--- src/rtl/sir_unwrap_pkg.sv ---
package sir_unwrap_pkg;
  localparam int BYTE_W = 8;
  localparam logic [BYTE_W-1:0] BOF_CODE = 8'hC0;
  localparam logic [BYTE_W-1:0] EOF_CODE = 8'hC1;
  localparam logic [BYTE_W-1:0] ESC_CODE = 8'h7D;
  localparam logic [BYTE_W-1:0] ESC_FLIP = 8'h20;

  // Restore a byte that followed the escape code.
  function automatic logic [BYTE_W-1:0] unescape(input logic [BYTE_W-1:0] b,
                                                 input logic esc);
    return esc ? (b ^ ESC_FLIP) : b;
  endfunction
endpackage

--- src/rtl/sir_byte_classify.sv ---
module sir_byte_classify
  import sir_unwrap_pkg::*;
(
  input  logic [BYTE_W-1:0] byte_i,
  output logic              is_bof,
  output logic              is_eof,
  output logic              is_esc
);
  assign is_bof = (byte_i == BOF_CODE);
  assign is_eof = (byte_i == EOF_CODE);
  assign is_esc = (byte_i == ESC_CODE);
endmodule

--- src/rtl/sir_frame_ctrl.sv ---
module sir_frame_ctrl
  import sir_unwrap_pkg::*;
#(
  parameter int CNT_W = 12
) (
  input  logic              clk,
  input  logic              rst_n,
  input  logic              in_valid,
  input  logic [BYTE_W-1:0] in_byte,
  input  logic              is_bof,
  input  logic              is_eof,
  input  logic              is_esc,
  input  logic [CNT_W-1:0]  max_len,
  output logic              in_frame,
  output logic              data_take,
  output logic [BYTE_W-1:0] data_byte,
  output logic              close_eof,
  output logic              close_bof,
  output logic [CNT_W-1:0]  byte_count,
  output logic              len_err
);
  localparam logic [CNT_W-1:0] CNT_MAX = '1;

  logic esc_q;
  logic esc_start;

  function automatic logic [CNT_W-1:0] count_step(input logic [CNT_W-1:0] c);
    return (c == CNT_MAX) ? c : c + CNT_W'(1);
  endfunction

  assign close_bof = in_valid && in_frame && is_bof;
  assign close_eof = in_valid && in_frame && is_eof;
  assign esc_start = in_valid && in_frame && is_esc && !esc_q;
  assign data_take = in_valid && in_frame && !is_bof && !is_eof && !esc_start;
  assign data_byte = unescape(in_byte, esc_q);

  always_ff @(posedge clk or negedge rst_n) begin
    if (!rst_n) begin
      in_frame   <= 1'b0;
      esc_q      <= 1'b0;
      byte_count <= '0;
      len_err    <= 1'b0;
    end else if (in_valid) begin
      if (is_bof) begin
        in_frame   <= 1'b1;
        esc_q      <= 1'b0;
        byte_count <= '0;
        len_err    <= 1'b0;
      end else if (close_eof) begin
        in_frame <= 1'b0;
        esc_q    <= 1'b0;
      end else if (esc_start) begin
        esc_q <= 1'b1;
      end else if (data_take) begin
        esc_q      <= 1'b0;
        byte_count <= count_step(byte_count);
        if (byte_count >= max_len) len_err <= 1'b1;
      end
    end
  end
endmodule

--- src/rtl/sir_hold_stage.sv ---
module sir_hold_stage
  import sir_unwrap_pkg::*;
(
  input  logic              clk,
  input  logic              rst_n,
  input  logic              data_take,
  input  logic [BYTE_W-1:0] data_byte,
  input  logic              close_eof,
  input  logic              close_bof,
  input  logic              len_err,
  output logic              hold_pending,
  output logic              out_valid,
  output logic [BYTE_W-1:0] out_byte,
  output logic              out_last,
  output logic              err_bad_sir,
  output logic              err_length
);
  logic [BYTE_W-1:0] hold_b;

  always_ff @(posedge clk or negedge rst_n) begin
    if (!rst_n) begin
      hold_pending <= 1'b0;
      hold_b       <= '0;
      out_valid    <= 1'b0;
      out_byte     <= '0;
      out_last     <= 1'b0;
      err_bad_sir  <= 1'b0;
      err_length   <= 1'b0;
    end else begin
      out_valid   <= 1'b0;
      out_last    <= 1'b0;
      err_bad_sir <= 1'b0;
      err_length  <= 1'b0;
      if (data_take) begin
        if (hold_pending) begin
          out_valid <= 1'b1;
          out_byte  <= hold_b;
        end
        hold_b       <= data_byte;
        hold_pending <= 1'b1;
      end else if (close_eof || close_bof) begin
        if (hold_pending) begin
          out_valid   <= 1'b1;
          out_byte    <= hold_b;
          out_last    <= 1'b1;
          err_bad_sir <= close_bof;
          err_length  <= len_err;
        end
        hold_pending <= 1'b0;
      end
    end
  end
endmodule

--- src/rtl/sir_rx_unwrap.sv ---
module sir_rx_unwrap
  import sir_unwrap_pkg::*;
#(
  parameter int CNT_W = 12
) (
  input  logic              clk,
  input  logic              rst_n,
  input  logic              in_valid,
  input  logic [7:0]        in_byte,
  input  logic [CNT_W-1:0]  max_len,
  output logic [15:0]       flag_word,
  output logic              out_valid,
  output logic [7:0]        out_byte,
  output logic              out_last,
  output logic              err_bad_sir,
  output logic              err_length,
  output logic [CNT_W-1:0]  byte_count
);
  logic              is_bof, is_eof, is_esc;
  logic              in_frame, data_take, close_eof, close_bof, len_err;
  logic              hold_pending;
  logic [BYTE_W-1:0] data_byte;

  assign flag_word = {EOF_CODE, BOF_CODE};

  sir_byte_classify u_cls (
    .byte_i (in_byte),
    .is_bof (is_bof),
    .is_eof (is_eof),
    .is_esc (is_esc)
  );

  sir_frame_ctrl #(.CNT_W(CNT_W)) u_ctrl (
    .clk        (clk),
    .rst_n      (rst_n),
    .in_valid   (in_valid),
    .in_byte    (in_byte),
    .is_bof     (is_bof),
    .is_eof     (is_eof),
    .is_esc     (is_esc),
    .max_len    (max_len),
    .in_frame   (in_frame),
    .data_take  (data_take),
    .data_byte  (data_byte),
    .close_eof  (close_eof),
    .close_bof  (close_bof),
    .byte_count (byte_count),
    .len_err    (len_err)
  );

  sir_hold_stage u_hold (
    .clk          (clk),
    .rst_n        (rst_n),
    .data_take    (data_take),
    .data_byte    (data_byte),
    .close_eof    (close_eof),
    .close_bof    (close_bof),
    .len_err      (len_err),
    .hold_pending (hold_pending),
    .out_valid    (out_valid),
    .out_byte     (out_byte),
    .out_last     (out_last),
    .err_bad_sir  (err_bad_sir),
    .err_length   (err_length)
  );
endmodule

--- config.mk ---
export PLATFORM = sky130hd
export DESIGN_NAME = sir_rx_unwrap
export DESIGN_NICKNAME = d
export VERILOG_FILES = /design/src/rtl/sir_unwrap_pkg.sv /design/src/rtl/sir_byte_classify.sv /design/src/rtl/sir_frame_ctrl.sv /design/src/rtl/sir_hold_stage.sv /design/src/rtl/sir_rx_unwrap.sv
export SDC_FILE = /design/constraint.sdc
export NUM_CORES = 1
export LEC_CHECK = 0
export BUFFER_PORTS_ARGS = -buffer_cell sky130_fd_sc_hd__buf_2
export CORE_UTILIZATION = 26
export DETAILED_ROUTE_END_ITERATION = 12
export GPL_ROUTABILITY_DRIVEN = 0
export HOLD_SLACK_MARGIN = 0.12
export SYNTH_ARGS = -nofsm -noshare
export SYNTH_HDL_FRONTEND = slang
export SYNTH_HIERARCHICAL = 1
export SYNTH_SLANG_ARGS = --single-unit
--- constraint.sdc ---
create_clock -name clk -period 3.3 [get_ports clk]
set_input_delay 0.165 -clock clk [delete_from_list [all_inputs] [get_ports clk]]
set_output_delay 0.165 -clock clk [all_outputs]
set_load 0.05 [all_outputs]
# After elaboration in Yosys (flattened, before gate mapping)

Index checks and enable logic that the tools add are counted.

$add $sub $neg: 1
$lt $le $gt $ge: 1
Equal/unequal tests: 7
Multiplexer cells: 32
Bitwise gates (word level): 1
Reductions and logical operators: 22

Operators with widths:

| cell                                                                    | number |
|---|---|
| 12-bit two-way mux                                                      | 5 |
| 8-bit two-way mux                                                       | 3 |
| 1-bit two-way mux                                                       | 23 |
| 8-bit equality test, second input constant                              | 2 |
| 12-bit by 1-bit adder with 12-bit output, second input constant         | 1 |
| 12-bit equality test, second input constant                             | 1 |
| 12-bit >= comparator                                                    | 1 |
| 5-bit AND reduction                                                     | 2 |
| 8-bit by 7-bit equality test with 1-bit output, second input constant   | 1 |
| 1-bit logical AND                                                       | 8 |
| 2-bit nonzero test                                                      | 4 |
| 6-bit two-way mux                                                       | 1 |
| 1-bit logical NOT                                                       | 4 |
| 2-bit by 1-bit inequality test with 1-bit output, second input constant | 2 |
| 2-bit AND reduction                                                     | 2 |
| 4-bit nonzero test                                                      | 1 |
| 2-bit inequality test, second input constant                            | 1 |
| 1-bit logical OR                                                        | 1 |
| 1-bit inverter                                                          | 1 |

Bits in registers: 36
Bits of input ports: 23
Output and inout bits: 40

# Logic depth before layout (Yosys ltp)

Gate-level depths: netlist of run 1.

Word-level depth: 9
Mapped depth: 8
Depth with buffers taken out: 7

# Modules after synthesis

The synthesis of run 1 kept the hierarchy.

By module, submodules not included:

| module            | times used | cells an instance | area an instance (um^2) | sequential area each (um^2) |
|---|---|---|---|---|
| sir_frame_ctrl    | 1          | 139               | 1,232.4                 | 375.4 |
| sir_hold_stage    | 1          | 45                | 773.2                   | 525.5 |
| sir_rx_unwrap     | 1          | 18                | 127.6                   | 0.0 |
| sir_byte_classify | 1          | 8                 | 52.6                    | 0.0 |

# Worst setup path after synthesis of run 1

Ideal clock, no wire load.

Path type: reg-to-reg
Start: reg u_ctrl.byte_count[0]
End: reg u_ctrl.byte_count[0]
Data arrival time: 2,081 ps
Setup slack: 1,091 ps
Stages on the path, launching flop included: 6
Buffers on the path: 0
Clock period less this slack: 2,209 ps
Cell sequence: dfrtp_1 -> ha_1 -> and4b_1 -> nor3b_4 -> a31oi_2 -> mux2_1

Longest elaborated chain between the ends: 6

RTL lines:

| item                                     | line                 | text |
|---|---|---|
| start: declaration                       | sir_frame_ctrl.sv:19 | `output logic [CNT_W-1:0] byte_count,` |
| start signal: assignment                 | sir_frame_ctrl.sv:56 | `byte_count <= count_step(byte_count);` |
| 12-bit by 1-bit adder with 12-bit output | sir_frame_ctrl.sv:28 | `return (c == CNT_MAX) ? c : c + CNT_W'(1);` |
| 12-bit two-way mux                       | sir_frame_ctrl.sv:28 |  |
| 12-bit two-way mux                       | sir_frame_ctrl.sv:54 | `end else if (data_take) begin` |
| 12-bit two-way mux                       | sir_frame_ctrl.sv:52 | `end else if (esc_start) begin` |
| 12-bit two-way mux                       | sir_frame_ctrl.sv:49 | `end else if (close_eof) begin` |
| 12-bit two-way mux                       | sir_frame_ctrl.sv:44 | `if (is_bof) begin` |

Several ways; a longest one is shown, not always the timed one. The select of a mux whose other input is x is not followed.
A chain may end at the register's enable or synchronous reset.

# Worst setup path after layout of run 1

Start: in in_byte[5]
End: reg u_ctrl.byte_count[1]

RTL lines:

| item                                   | line                    | text |
|---|---|---|
| start: declaration                     | sir_rx_unwrap.sv:9      | `input logic [7:0] in_byte,` |
| 8-bit equality test *                  | sir_byte_classify.sv:10 | `assign is_eof = (byte_i == EOF_CODE);` |
| net is_eof                             | sir_rx_unwrap.sv:19     | `logic is_bof, is_eof, is_esc;` |
| 1-bit logical NOT                      | sir_frame_ctrl.sv:34    | `assign data_take = in_valid && in_frame && !is_bof && !is_eof && !esc_start;` |
| 1-bit logical AND (2 in a row)         | sir_frame_ctrl.sv:34    |  |
| 2-bit nonzero test (no source line)    | --                      |  |
| 5-bit AND reduction (no source line) * | --                      |  |

The timed path passes the listed nets; every way through them passes the cells marked *.

==> results.yml, run 1 <==
sta:
  setup_violations: 0
  tightest_slew_ns: 0.822
  fmax_mhz: 424
  period_minus_slack_ns: 2.36
  slew_headroom: 0.447
  fin_hold_ws_ns: 0.142
  fin_crit_sh: 0.715
  hold_viol: 0
  tns_ns: 0
  slew_violations: 0
  fin_ws_ns: 0.940
  clock_skew_ns: 0.00563
  grt_setup_unrepaired: "false"
synthesis:
  ys_top_cells_by_area: "dfrtp_1 (41%), mux2_2 (8.2%), buf_4 (7.9%), ha_1 (7.4%), inv_1 (2.9%)"
  syn_inst: 210
  syn_area_mm2: 0.00219
  postSynthAreaPerCell_um2: 10.4
  yosysSeqAreaShare: 0.412
  yosys.area.top_type: "dfrtp_1"
  ys_types: 48
  ys_warn_count: 6
  ys_seq_elements: 36
  synth_top_area_share: 0.412
critical_path:
  crit_path_end: "u_ctrl/byte_count[1]$_DFFE_PN0P_"
  crit_fanout: 10
  reg2reg_to: "u_ctrl/byte_count[1]$_DFFE_PN0P_"
  cp-startpoint: "in_byte[5]"
  cp_data_arrival_time_ns: 2.52
  reg2regPathDepth: 5
  criticalPathCategory: "primary input to register"
  r2r_start: "u_ctrl/byte_count[0]$_DFFE_PN0P_"
  start_kind: "primary input"
  crit_path_end_kind: "register"
  required_ns: 3.46
  reg2reg_slack_ns: 1.19
floorplan:
  initial_core_util: 0.267
  fp.coreArea_mm2: 0.00818
  die_x_um: 93.7
  dieArea_mm2: 0.00878
  ios: 63
  row_count: 33
  die_h_um: 93.7
layout:
  drive_gt1_frac: 0.308
  num_antenna_cells: 0
  mostFrequentLayoutCell: "buf_2"
  final_cell_mix: "buf_2 (46), dfrtp_1 (36), inv_1 (17)"
  nets: 288
  area_growth_syn_to_layout_pct: 15.3
  final_cells: 358
clock_tree:
  htreeDepth: 2
  cts_sinks: 36
  clockRootBuffer: "clkbuf_8"
  cts_buffer_depth: 2
  cts_buffers: 5
  clkLatencyLatePin_ns: 0.28
  clk_pin_slew_ns: 0.07
  tritoncts: "built"
detailed_routing:
  antenna_left: 0
  drtPass1Iterations: 4
  routed_wl_um: 4220
  wl_per_cell_um: 11.8
  viasPerCell: 4.41
  drtIter0Drc: 97
  drc: 0
  vias: 1578
global_routing:
  grt_pass1_wl_um: 7120
  antenna_found_initial: 0
  grt_overflow: 0
  grt_pass1_vias: 1465
  grt_max_degree: 37
  grt_usage: 0.105
power_and_ir_drop:
  swShare: 0.436
  p_int_uw: 867
  seqPwrFrac: 0.402
  power.density_mw_per_mm2: 609
  clock_power_share: 0.208
  irDropWorstVdd_mv: 0.220
  power_frac_comb: 0.390
  switchingPower_uw: 669
  p_leak_nw: 1.22
placement:
  dpl_worst_slack_ns: 0.672
  hpwlAfterDp_um: 3290
  placed_cells: 349
  port-buffer-count: 46
hold_path:
  hold_class: "primary input to register"
outcome:
  status: "finished clean"
job:
  drv_cap: 0
[what timing repair did]
item	in CTS	in global routing
endpoints found under the hold margin	36	0
endpoints found under the setup margin	0	0
gates resized for setup	0	0
buffers inserted	0	0
hold buffers	1	0
[per-layer routing]
layer  GRT usage  vias up  wire length (µm)
met2       0.170       37              2010
met3      0.0291        5               207
met5           0        -                 0
met1       0.130      754              1940
li1            -      782                 -
met4      0.0423        0                66
[cell usage after synthesis, drive strengths merged]
| cell | instances |
|---|---|
| nor2b | 3 |
| and3b | 1 |
| o22ai | 1 |
| nor4 | 7 |
| nor4b | 1 |
| mux2 | 18 |
| nand2 | 13 |
| or3 | 1 |
| buf | 27 |
| nand4bb | 1 |
| ha | 13 |
| nor4bb | 1 |
| a31oi | 3 |
| a21o | 2 |
| o211ai | 1 |
| inv | 17 |
| and4bb | 1 |
| nor3 | 6 |
| xnor2 | 6 |
| nand2b | 3 |
| a41oi | 1 |
| o21ai | 3 |
| a41o | 1 |
| o31ai | 1 |
| a2111oi | 1 |
| and4b | 1 |
| dfrtp | 36 |
| a21oi | 5 |
| xor2 | 2 |
| and2 | 1 |
| a211oi | 2 |
| or4 | 1 |
| nand4 | 2 |
| conb | 2 |
| nor3b | 2 |
| a211o | 1 |
| nand4b | 2 |
| nor2 | 14 |
| nand3 | 4 |
| and4 | 1 |
| a311o | 1 |
[per-stage QoR]
| stage | util | power [mW] | area, µm² |
|---|---|---|---|
| after floorplan | - | 1.09 | 2240 |
| after global placement | 0.296 | 1.22 | 2420 |
| after detailed placement | 0.296 | 1.23 | 2420 |
| after CTS | 0.308 | 1.56 | 2520 |
| after global routing | 0.308 | 1.64 | 2520 |
| final | 0.308 | 1.54 | 2520 |
[worst min-delay path by stage]
stage                           from                               end  slack, ns  depth (start not counted)
final                     in_byte[4]      u_hold/hold_b[4]$_DFFE_PN0P_       0.14                          2
after floorplan                rst_n  u_ctrl/byte_count[0]$_DFFE_PN0P_      -0.13                          0
after global placement         rst_n  u_ctrl/byte_count[3]$_DFFE_PN0P_       0.30                          1
after detailed placement       rst_n  u_ctrl/byte_count[4]$_DFFE_PN0P_       0.31                          1
after CTS                 in_byte[4]      u_hold/hold_b[4]$_DFFE_PN0P_       0.14                          2
after global routing      in_byte[7]      u_hold/hold_b[7]$_DFFE_PN0P_       0.14                          2
[flip-flops by register name, summed over array words and instances (netlist names)]
signal,flops
u_ctrl/byte_count,12
u_ctrl/esc_q,1
u_ctrl/in_frame,1
u_ctrl/len_err,1
u_hold/err_bad_sir,1
u_hold/err_length,1
u_hold/hold_b,8
u_hold/hold_pending,1
u_hold/out_byte,8
u_hold/out_last,1
u_hold/out_valid,1
[cells by family (layout without fill, tap and decap cells)]
logic type	count (synthesis)	after routing	synth area share
simple gates	66	66	0.182
buf+inv	44	73	0.120
flops	36	36	0.412
compound gates	23	23	0.0836
mux	18	18	0.0927
fa+ha+maj	13	13	0.0744
xor+xnor	8	8	0.0321
other cells	2	16	0.00344
[power by group through the flow]
stage               registers [mW]  logic [mW]  clock network (mW)
floorplan                    0.814       0.275                   0
global placement             0.624       0.593                   0
detailed placement           0.627       0.600                   0
CTS                          0.620       0.605               0.333
global route                 0.634       0.647               0.356
finish                       0.617       0.599               0.319
[final cells by class]
type / count / area [µm²]
Fill cell: 867 / 5660
Multi-Input combinational cell: 144 / 1080
Sequential cell: 36 / 901
Timing Repair Buffer: 48 / 248
Tap cell: 105 / 131
Clock buffer: 7 / 86.3
Inverter: 17 / 63.8
Clock inverter: 1 / 7.51
[worst max-delay path, cell delays in order]
cell       delay [ns]
buf_2            0.12
nand4bb_1        0.21
nor4_1           0.70
inv_1            0.20
a31oi_2          0.51
nand2b_1         0.21
a31oi_2          0.06
mux2_1           0.33
Note: power is estimated with default switching activity, not from simulation.
==> run 2: changes to the inputs <==
ABC_AREA = 1   (was default)
clock period = 2.3 ns   (was 3.3 ns; I/O delays follow)
==> run 2 against run 1 <==
  * Synthesized area is 8.0% higher
  * Final cell count is 34% higher
  * Clock skew hardly changed
  * Count of clock-buffer cells in the layout is 2 lower
  * Register-to-register slack worse by 0.51 ns
  * Core utilization is 0.80 points higher
  * Die area is 7.8% higher
  * Combinational power is 11% higher
  * Clock power is 71% higher
  * Sequential share of layout area is 3.2 points lower
  * Critical path type unchanged
  * Critical endpoint is now u_hold/out_byte[7]$_DFFE_PN0P_
  * Largest power group unchanged
==> results.yml, run 2 <==
sta:
  period_minus_slack_ns: 1.96
  grt_setup_unrepaired: "false"
  fin_ws_ns: 0.340
  fin_crit_sh: 0.852
  slew_violations: 0
  fin_hold_ws_ns: 0.136
  setup_violations: 0
  slew_headroom: 0.474
  hold_viol: 0
  tns_ns: 0
  fmax_mhz: 510
  clock_skew_ns: 0.00561
  tightest_slew_ns: 0.789
layout:
  area_growth_syn_to_layout_pct: 17.4
  num_antenna_cells: 0
  largest_reg_flops: 12
  drive_gt1_frac: 0.183
  reg_top3: "u_ctrl/byte_count (12), u_hold/hold_b (8), u_hold/out_byte (8)"
  top_register: "u_ctrl/byte_count"
  mostFrequentLayoutCell: "nand2_1"
  nets: 407
  final_cell_mix: "nand2_1 (117), buf_2 (46), inv_1 (39)"
global_routing:
  grt_pass1_vias: 1907
  grt_max_degree: 37
  grt_pass1_wl_um: 8340
  grt_overflow: 0
  grt_usage: 0.107
  antenna_found_initial: 0
synthesis:
  synth-edff-count: 0
  synth_top_area_share: 0.382
  yosys.area.top_type: "dfrtp_1"
  ys_types: 26
  ys_seq_elements: 36
  async_reset_ff_frac: 1.00
  syn_area_mm2: 0.00236
  ys_top_cells_by_area: "dfrtp_1 (38%), nand2_1 (19%), buf_4 (7.3%), ha_1 (6.9%), inv_1 (6.2%)"
  syn_inst: 321
  ys_warn_count: 6
  yosysSeqAreaShare: 0.382
  ys_dominant_reg_cell: "dfrtp_1"
  post-synth-top-count-cell: "nand2_1"
  postSynthAreaPerCell_um2: 7.36
  synthTopCellsByCount: "nand2_1 (117), inv_1 (39), dfrtp_1 (36)"
critical_path:
  required_ns: 2.49
  cp_data_arrival_time_ns: 2.15
  crit_path_end_kind: "register"
  criticalPathCategory: "primary input to register"
  reg2reg_slack_ns: 0.68
  start_kind: "primary input"
  crit_fanout: 13
  reg2regPathDepth: 10
detailed_routing:
  drtPass1Iterations: 5
  antenna_left: 0
  vias: 1990
  viasPerCell: 4.15
  wl_per_cell_um: 10.3
  drtIter0Drc: 104
  drc: 0
  routed_wl_um: 4930
floorplan:
  dieArea_mm2: 0.00947
  initial_core_util: 0.269
  die_h_um: 97.3
  ios: 63
  fp.coreArea_mm2: 0.00876
  die_x_um: 97.3
  row_count: 34
clock_tree:
  clkLatencyLatePin_ns: 0.29
  htreeDepth: 2
  cts_buffers: 5
  clk_pin_slew_ns: 0.07
  tritoncts: "built"
  cts_sinks: 36
  cts_buffer_depth: 2
  clockRootBuffer: "clkbuf_8"
hold_path:
  whs_path_depth: 4
  hold_class: "primary input to register"
power_and_ir_drop:
  irDropWorstVdd_mv: 0.219
  p_leak_nw: 1.61
  power.density_mw_per_mm2: 729
job:
  drv_cap: 0
placement:
  port-buffer-count: 46
  hpwlAfterDp_um: 3730
  dpl_worst_slack_ns: 0.632
outcome:
  status: "finished clean"
[run 2: cell types whose count changed after synthesis, moves of 5 or more]
cell     change
nor4_1       -5
nand2_1    +104
inv_1       +22
nor2_1      +12
mux2_2      -16
nand3_1     +15
[run 2: kinds of logic (layout without fill, tap and decap cells)]
family / count (synthesis) / after routing / share of synthesized area
DFF: 36 / 36 / 0.382
AOI/OAI and AO/OA: 12 / 12 / 0.0276
and+or+nand+nor: 181 / 181 / 0.330
xor gates and xnor gates: 9 / 9 / 0.0334
adders and majority gates: 13 / 13 / 0.0689
buffers and inverters: 68 / 105 / 0.156
other: 2 / 16 / 0.00318
[run 2: timing repair]
action | in CTS | in global routing
gates resized for setup | 0 | 0
setup endpoints to repair | 0 | 0
endpoints found under the hold margin | 43 | 0
setup buffers | 0 | 0
hold buffers | 8 | 0
[run 2: worst max-delay path: stages]
cell and delay [ns]:
dlygate4sd3_1 0.55, buf_2 0.14, nand2_1 0.06, inv_1 0.03, nand2_1 0.07, nor2_1 0.06, nor3_1 0.27, nand2_1 0.10
inv_1 0.06, buf_4 0.18, inv_2 0.12, nand2_4 0.14, nand2_4 0.10, nand2_1 0.09, nand2_1 0.05
[run 2: cell type report]
type	count	area (µm²)
inverters	41	154
clock inverters	3	42.5
repair buffers	56	325
fillers	911	5990
well taps	108	135
multi-input cells	231	1140
clock buffers	5	68.8
flip-flops and latches	36	901
[run 2: worst paths after layout]
path                                                      from                          endpoint
worst max register to register     u_ctrl/in_frame$_DFFE_PN0P_    u_hold/out_byte[7]$_DFFE_PN0P_
worst min register to register  u_hold/out_byte[4]$_DFFE_PN0P_    u_hold/out_byte[4]$_DFFE_PN0P_
min in group asynchronous                                rst_n        u_hold/out_valid$_DFF_PN0_
worst max-delay path                                in_byte[6]    u_hold/out_byte[7]$_DFFE_PN0P_
max in group asynchronous                                rst_n  u_ctrl/byte_count[7]$_DFFE_PN0P_
worst min-delay path                                in_byte[5]      u_hold/hold_b[5]$_DFFE_PN0P_
[run 2: metrics by stage]
step | total power [mW] | util | instances | cell area [µm²]
after CTS | 2.05 | 0.316 | 480 | 2770
after detailed placement | 1.48 | 0.294 | 464 | 2580
after global placement | 1.47 | 0.294 | 464 | 2580
after global routing | 2.15 | 0.316 | 480 | 2770
after floorplan | 1.34 | - | 335 | 2410
final | 2.02 | 0.316 | 480 | 2770
[run 2: report_power, final]
part           total, mW  internal, mW  switching, mW
logic              0.662         0.180          0.482
clock network      0.544         0.320          0.224
registers          0.813         0.710          0.102
[run 2: layer usage]
layer  share of wire  track usage
met1            0.45        0.123
met4           0.029       0.0543
met2            0.48        0.185
met3           0.037       0.0259
met5               0            0
